<file path="src/rtl/tri_port_pio.sv">
module tri_port_pio (
  input  logic       clk,
  input  logic       rst_n,
  input  logic       cs,
  input  logic       wr,
  input  logic       rd,
  input  logic [1:0] addr,
  input  logic [7:0] wdata,
  output logic [7:0] rdata,
  input  logic [7:0] pa_in,
  output logic [7:0] pa_out,
  output logic [7:0] pa_oe,
  input  logic [7:0] pb_in,
  output logic [7:0] pb_out,
  output logic [7:0] pb_oe,
  input  logic [7:0] pc_in,
  output logic [7:0] pc_out,
  output logic [7:0] pc_oe
);
  localparam logic [1:0] AD_A = 2'd0, AD_B = 2'd1, AD_C = 2'd2, AD_CTL = 2'd3;

  logic [1:0] ma;
  logic       a_dir_in, cu_in, mb, b_dir_in, cl_in;
  logic [7:0] pa_lat, pb_lat, pc_lat, a_ilat, b_ilat;
  logic       a_ibf, a_obf, a_iint, a_oint, b_ibf, b_obf, b_int;
  logic       stb_a_q, ack_a_q, hs_b_q;

  logic wr_a, wr_b, wr_c, wr_ctl, rd_a, rd_b;
  assign wr_a   = cs && wr && addr == AD_A;
  assign wr_b   = cs && wr && addr == AD_B;
  assign wr_c   = cs && wr && addr == AD_C;
  assign wr_ctl = cs && wr && addr == AD_CTL;
  assign rd_a   = cs && rd && addr == AD_A;
  assign rd_b   = cs && rd && addr == AD_B;

  logic a_m1, a_m2, a_ins, a_outs, b_ins, b_outs;
  assign a_m1   = ma == 2'b01;
  assign a_m2   = ma[1];
  assign a_ins  = a_m2 || (a_m1 && a_dir_in);
  assign a_outs = a_m2 || (a_m1 && !a_dir_in);
  assign b_ins  = mb && b_dir_in;
  assign b_outs = mb && !b_dir_in;

  logic stb_a_n, ack_a_n, hs_b_n;
  assign stb_a_n = pc_in[4];
  assign ack_a_n = pc_in[6];
  assign hs_b_n  = pc_in[2];

  logic [7:0] hs_mask, hs_oe, hs_val, dir_oe;
  assign hs_mask = (a_m2 ? 8'hF8 : a_ins ? 8'h38 : a_outs ? 8'hC8 : 8'h00)
                 | (mb ? 8'h07 : 8'h00);
  assign hs_oe   = (a_m2 ? 8'hA8 : a_ins ? 8'h28 : a_outs ? 8'h88 : 8'h00)
                 | (mb ? 8'h03 : 8'h00);
  assign dir_oe  = {{4{!cu_in}}, {4{!cl_in}}};

  always_comb begin
    hs_val    = '0;
    hs_val[7] = !a_obf;
    hs_val[5] = a_ibf;
    hs_val[3] = a_iint || a_oint;
    hs_val[1] = b_dir_in ? b_ibf : !b_obf;
    hs_val[0] = b_int;
  end

  assign pc_oe  = hs_oe | (~hs_mask & dir_oe);
  assign pc_out = (hs_mask & hs_val) | (~hs_mask & pc_lat);
  assign pa_oe  = a_m2 ? {8{!ack_a_n}} : {8{!a_dir_in}};
  assign pa_out = pa_lat;
  assign pb_oe  = {8{!b_dir_in}};
  assign pb_out = pb_lat;

  always_comb begin
    case (addr)
      AD_A:    rdata = a_ins ? a_ilat : (a_dir_in ? pa_in : pa_lat);
      AD_B:    rdata = b_ins ? b_ilat : (b_dir_in ? pb_in : pb_lat);
      AD_C:    rdata = (pc_oe & pc_out) | (~pc_oe & pc_in);
      default: rdata = {1'b1, ma, a_dir_in, cu_in, mb, b_dir_in, cl_in};
    endcase
  end

  always_ff @(posedge clk or negedge rst_n) begin
    if (!rst_n) begin
      {ma, a_dir_in, cu_in, mb, b_dir_in, cl_in} <= 7'b0011011;
      pa_lat <= '0; pb_lat <= '0; pc_lat <= '0; a_ilat <= '0; b_ilat <= '0;
      a_ibf <= 1'b0; a_obf <= 1'b0; a_iint <= 1'b0; a_oint <= 1'b0;
      b_ibf <= 1'b0; b_obf <= 1'b0; b_int <= 1'b0;
      stb_a_q <= 1'b1; ack_a_q <= 1'b1; hs_b_q <= 1'b1;
    end else begin
      stb_a_q <= stb_a_n;
      ack_a_q <= ack_a_n;
      hs_b_q  <= hs_b_n;
      if (wr_ctl && wdata[7]) begin
        {ma, a_dir_in, cu_in, mb, b_dir_in, cl_in} <= wdata[6:0];
        pa_lat <= '0; pb_lat <= '0; pc_lat <= '0; a_ilat <= '0; b_ilat <= '0;
        a_ibf <= 1'b0; a_obf <= 1'b0; a_iint <= 1'b0; a_oint <= 1'b0;
        b_ibf <= 1'b0; b_obf <= 1'b0; b_int <= 1'b0;
      end else begin
        if (wr_ctl && !hs_mask[wdata[3:1]])
          pc_lat[wdata[3:1]] <= wdata[0];
        if (wr_c)
          pc_lat <= (pc_lat & hs_mask) | (wdata & ~hs_mask);
        if (wr_a) pa_lat <= wdata;
        if (wr_b) pb_lat <= wdata;

        if (rd_a) begin a_ibf <= 1'b0; a_iint <= 1'b0; end
        if (a_ins && !stb_a_n) begin a_ilat <= pa_in; a_ibf <= 1'b1; end
        if (a_ins && stb_a_n && !stb_a_q && a_ibf) a_iint <= 1'b1;

        if (a_outs && wr_a) begin a_obf <= 1'b1; a_oint <= 1'b0; end
        else if (a_outs && !ack_a_n) a_obf <= 1'b0;
        if (a_outs && ack_a_n && !ack_a_q && !a_obf && !wr_a) a_oint <= 1'b1;

        if (b_ins) begin
          if (rd_b) begin b_ibf <= 1'b0; b_int <= 1'b0; end
          if (!hs_b_n) begin b_ilat <= pb_in; b_ibf <= 1'b1; end
          if (hs_b_n && !hs_b_q && b_ibf) b_int <= 1'b1;
        end
        if (b_outs) begin
          if (wr_b) begin b_obf <= 1'b1; b_int <= 1'b0; end
          else if (!hs_b_n) b_obf <= 1'b0;
          if (hs_b_n && !hs_b_q && !b_obf && !wr_b) b_int <= 1'b1;
        end
      end
    end
  end
endmodule


</file>
<file path="config.mk">
export PLATFORM = sky130hd
export DESIGN_NAME = tri_port_pio
export DESIGN_NICKNAME = d
export VERILOG_FILES = /design/src/rtl/tri_port_pio.sv
export SDC_FILE = /design/constraint.sdc
export NUM_CORES = 1
export LEC_CHECK = 0
export CORE_MARGIN = 2
export CORE_UTILIZATION = 49
export CTS_CLUSTER_DIAMETER = 40
export DETAILED_ROUTE_END_ITERATION = 10
export GPL_ROUTABILITY_DRIVEN = 0
export PLACE_DENSITY = 0.82
export SYNTH_ARGS = -nofsm -noshare
export SYNTH_HDL_FRONTEND = slang
export SYNTH_SLANG_ARGS = --single-unit
</file>
<file path="constraint.sdc">
create_clock -name clk -period 2.15 [get_ports clk]
set_clock_uncertainty 0.1 [all_clocks]
set_input_delay 0.215 -clock clk [delete_from_list [all_inputs] [get_ports clk]]
set_output_delay 0.215 -clock clk [all_outputs]
set_load 0.005 [all_outputs]
</file>
# After elaboration in Yosys (flattened, before gate mapping)
# Index checks and enable logic that the tools add are counted.
# classes
order_cmp	2
addsub	0
n_mux	58
div	0
eq_ne	7
bitwise	15
n_shift	0
reduce_logical	60
mul	0
# op_table
op	n
$mux 8	23
$and 8x8->8	7
$or 8x8->8	4
$logic_and 1x1->1	29
$mux 1	29
$pmux 8 s3	1
$not 8->8	2
$reduce_bool 3->1	5
$logic_not 1->1	14
$reduce_bool 2->1	5
$bwmux 8	1
$or 8x2->8	1
$or 8x3->8	1
$ne 3x1->1 const B	2
$reduce_and 2->1	3
$eq 2x1->1 const B	2
$eq 2x2->1 const B	2
$lt 3x4->1 const B	1
$bmux 1 s3	1
$demux 1 s3	1
$ge 3x1->1 const B	1
$logic_or 1x1->1	3
$mux 3	1
$logic_not 2->1	1
other kinds (2)	2
# totals
reg_bits	57
ramBits	0
output_inout_bits	56
rom_bits	0
elab_cells	163
n_memories	0
in_bits	39
latch_bits	0

# Longest topological paths before layout
# depth
word_depth	14
ltp_mapped	7

# Least setup slack after synthesis
# No wires, ideal clock.
# synth_path
path_kind	reg2out
from	register b_dir_in
to	output port rdata[1]
path_buffers	1
arrival_ps	1518
setup_slack_ps	317
path_stages_with_launch	6
cell_sequence	dfstp_2 > buf_2 > inv_2 > o211ai_1 > o21ai_0 > mux4_2
# synth_between
elab_chain_cells	6
# synth_rtl
element	line_no	text
from (decl)	23	logic a_dir_in, cu_in, mb, b_dir_in, cl_in;
from (signal assigned)	93	{ma, a_dir_in, cu_in, mb, b_dir_in, cl_in} <= wdata[6:0];
$mux 1	61	hs_val[1] = b_dir_in ? b_ibf : !b_obf;
$and 8x8->8	66	assign pc_out = (hs_mask & hs_val) | (~hs_mask & pc_lat);
$or 8x8->8	66	
$and 8x8->8	76	AD_C: rdata = (pc_oe & pc_out) | (~pc_oe & pc_in);
$or 8x8->8	76	
$pmux 8 s3 (*)	73	case (addr)
to (decl)	9	output logic [7:0] rdata,
# Every way passes the cells marked *; elsewhere a longest branch is shown, timed or not.

# Worst setup path after layout
# layout_path
from	register a_dir_in
to	output port rdata[7]
# layout_between
elab_chain_cells	14
# layout_rtl
element	line_no	text
from (decl)	23	
from (signal assigned)	93	
$logic_not 1->1	40	assign a_outs = a_m2 || (a_m1 && !a_dir_in);
$logic_and 1x1->1	40	
$logic_or 1x1->1	40	
$mux 8 (3 in series)	50	assign hs_mask = (a_m2 ? 8'hF8 : a_ins ? 8'h38 : a_outs ? 8'hC8 : 8'h00)
$or 8x3->8	51	| (mb ? 8'h07 : 8'h00);
$not 8->8	65, 66	
$and 8x8->8	65	assign pc_oe = hs_oe | (~hs_mask & dir_oe);
$or 8x8->8	65	
$not 8->8	76	
$and 8x8->8	76	
$or 8x8->8	76	
$pmux 8 s3 (*)	73	
# Marked as above.

==> impl_metrics.csv <==
group,metric,value,unit
timing,slew_viol_final,0,
drt,avgViaCountPerCell,6.16,
setup_path,end_kind,"output port",
setup_path,crit_top_cell,"buf_6",
setup_path,worstPathMaxFanout,6,
drt,firstDrtPassIters,5,
floorplanning,start_util,49.8,%
run,drv_cap,0,
finish,multi_input_area,1910,um2
grt,grt_max_degree,24,
floorplanning,pin_count,95,
logic_synthesis,synth_edf_count,0,
min_path,hp-class,"input pin to asynchronous set/reset pin",
power,vdd_drop_max,512,uV
power,p_leak,2.38,nW
timing,whs,0.292,ns
logic_synthesis,seq_area_frac_synth,40.3,%
clocking,clk_pin_slew,0.08,ns
finish,nets,618,
floorplanning,coreArea,7140,um2
setup_path,rr_worst_depth,7,
logic_synthesis,syn_area,3560,um2
floorplanning,fp.dieW,89.2,um
setup_path,required,1.84,ns
clocking,cts_tree,"done",
timing,fin_crit,2.38,ns
clocking,root_buffer,"clkbuf_8",
finish,final_cell_mix,"88 x nand2_1, 70 x buf_4, 67 x clkdlybuf4s50_1",
clocking,clk_latency,0.35,ns
grt,grtUsageTotal,33.9,%
finish,drive_above_1_share,27.2,%
finish,areaGrowthSynthToFinish,50.7,%
grt,antenna_found_initial,0,
drt,drt-total-wl,13.4,mm
finish,antennaDiodeCount,0,
power,powerDensity,948,nW/um2
floorplanning,fp-row-count,31,
setup_path,crit_family,"flip-flops",
logic_synthesis,ys_ff_latch,57,
clocking,clk_path_buf_depth,2,
setup_path,r2r_slack,0.10,ns
drt,drt_iter0_markers,400,
logic_synthesis,synth_cell_types,52,
logic_synthesis,syn_area_per_cell,8.10,um2
timing,layout_setup_ws,-0.233,ns
logic_synthesis,yosys_warnings,0,
setup_path,cp_num_buf_inv,3,
logic_synthesis,syn-num-nets,478,
floorplanning,die_h,89.2,um
floorplanning,dieArea,7960,um2
finish,nFillCells,499,
clocking,clock_sinks,57,
drt,drc,0,
setup_path,critPathKind,"flop to output port",
timing,finalHoldViolCount,0,
finish,final_common_cell,"nand2_1",
place,port_buffers,94,
timing,setup_tns,-1.32,ns
grt,grt_first_pass_wirelength,20.2,mm
setup_path,slowest_stage,"dfstp_2",
timing,worst_pin_slew,0.614,ns
clocking,cts_buffers,9,
drt,drtAntennaViolNets,0,
setup_path,worstPathArrival,2.07,ns
run_status,violations,"setup timing",
timing,grt_setup_unrepaired,"yes",
logic_synthesis,ys.flop_type,"dfrtp_1",
grt,grt_pass1_vias,4099,
logic_synthesis,syn_inst,439,
logic_synthesis,synthArstFlopShare,100,%
drt,vias,4204,
finish,seq_area,1440,um2
run_status,outcome,"finished, violations left",
clocking,htree_num_levels,3,
place,dp_hpwl,8.59,mm
setup_path,r2r-start,"a_dir_in$_DFFE_PN1P_",
timing,slew-limit-headroom,58.9,%
setup_path,path_cells,"buf_6 -> buf_6 -> mux2i_2 -> a211oi_2 -> nor3_2 -> a21oi_1 -> buf_2",
grt,grt_overflow,0,
timing,fmax,420,MHz
setup_path,rr_endpoint,"pc_lat[6]$_DFFE_PN0P_",
timing,post-route-period-util,111,%
setup_path,slowest_delay,0.63,ns
timing,finalSetupViolCount,10,
setup_path,crit_path_start_kind,"flop",
drt,wl_per_cell,19.7,um
-- how the worst max path moves through the flow --
stage | startpoint | to | slack [ns] | cells after the start
5_1_grt | a_dir_in$_DFFE_PN1P_ | rdata[7] | -0.24 | 7
3_3_place_gp | addr[0] | rdata[6] | -0.20 | 6
6_report | a_dir_in$_DFFE_PN1P_ | rdata[7] | -0.23 | 7
2_1_floorplan | b_dir_in$_DFFE_PN1P_ | rdata[1] | 0.32 | 5
4_1_cts | a_dir_in$_DFFE_PN1P_ | rdata[4] | -0.14 | 7
3_5_place_dp | addr[0] | rdata[6] | -0.22 | 6
-- area by class of cell --
| type | instances | area share, % |
|---|---|---|
| clock buffer | 9 | 2.31 |
| clock inverter | 7 | 1.77 |
| inverter | 10 | 0.700 |
| multi-input combinational | 321 | 35.6 |
| sequential | 57 | 26.8 |
| tap | 99 | 2.31 |
| timing repair buffer | 180 | 30.5 |
-- cell families (layout without fill, tap and decap cells) --
group,count (synthesis),count (layout),synth area share [%]
compound gates,127,127,21.1
buf+inv,61,206,9.64
mux,29,29,8.65
flops,57,57,40.3
simple gates,165,165,20.2
-- timing repair --
item	4_1_cts	5_1_grt
hold buffers	1	0
buffers inserted	18	4
setup endpoints to repair	19	18
endpoints found under the hold margin	20	0
gates resized for setup	74	26
pin swaps	15	12
-- synthesized netlist by cell type, types with 2 or more instances --
| library cell | instances | area, um2 |
|---|---|---|
| nand4_1 | 2 | 12.5 |
| o21ai_0 | 27 | 135 |
| o211ai_1 | 4 | 30.0 |
| a21o_1 | 2 | 15.0 |
| and3_1 | 3 | 18.8 |
| nor2_1 | 33 | 124 |
| nand3_1 | 12 | 60.1 |
| dfrtp_1 | 50 | 1250 |
| a31oi_1 | 3 | 18.8 |
| inv_1 | 9 | 33.8 |
| nand2_1 | 88 | 330 |
| a211oi_1 | 4 | 30.0 |
| nor2_2 | 3 | 18.8 |
| a21boi_0 | 2 | 15.0 |
| o221ai_1 | 2 | 17.5 |
| and2_1 | 2 | 12.5 |
| buf_6 | 2 | 22.5 |
| clkbuf_1 | 10 | 37.5 |
| nand2b_1 | 3 | 18.8 |
| nor3_1 | 9 | 45.0 |
| dfstp_2 | 7 | 184 |
| o31a_1 | 2 | 17.5 |
| a21oi_1 | 60 | 300 |
| nor2b_1 | 3 | 18.8 |
| mux2i_1 | 24 | 240 |
| buf_4 | 20 | 150 |
| buf_2 | 19 | 95.1 |
| o22ai_1 | 6 | 37.5 |
| mux2_2 | 4 | 45.0 |
| a31o_2 | 2 | 17.5 |
-- flip-flops by register name, indices dropped and copies added (netlist names) --
| register | flops |
|---|---|
| a_iint | 1 |
| ma | 2 |
| pb_out | 8 |
| a_ibf | 1 |
| a_obf | 1 |
| pc_lat | 8 |
| mb | 1 |
| cu_in | 1 |
| hs_b_q | 1 |
| b_ibf | 1 |
| a_oint | 1 |
| stb_a_q | 1 |
| b_ilat | 8 |
| ack_a_q | 1 |
| b_int | 1 |
| a_dir_in | 1 |
| cl_in | 1 |
| pa_out | 8 |
| a_ilat | 8 |
| b_dir_in | 1 |
| b_obf | 1 |
-- per-stage QoR --
| step | util [%] | worst slack, ns | std cells | area (um2) | power [mW] |
|---|---|---|---|---|---|
| after CTS | 73.8 | -0.142 | 681 | 5270 | 4.89 |
| final | 75.1 | -0.233 | 683 | 5360 | 5.08 |
| after floorplan | - | 0.317 | 439 | 3560 | 2.59 |
| after global placement | 67.8 | -0.202 | 646 | 4840 | 3.52 |
| after global routing | 75.1 | -0.240 | 683 | 5360 | 5.32 |
| after detailed placement | 67.8 | -0.218 | 646 | 4840 | 3.60 |
-- power by group --
group	total, mW	switching, mW	internal [mW]	leakage (nW)
Clock	1.14	0.488	0.651	0.109
Sequential	1.59	0.239	1.35	0.696
Combinational	2.36	1.11	1.25	1.57
Total	5.08	1.84	3.25	2.38
-- metal layers --
metal  GRT usage (%)  share of wire (%)  wire (um)
met1            41.3                 35       4700
met2            52.9                 47       6350
met3            8.59                 12       1560
met4            22.5                6.0        801
met5               0                  0          0
No activity file was read; power rests on OpenSTA's default activity.
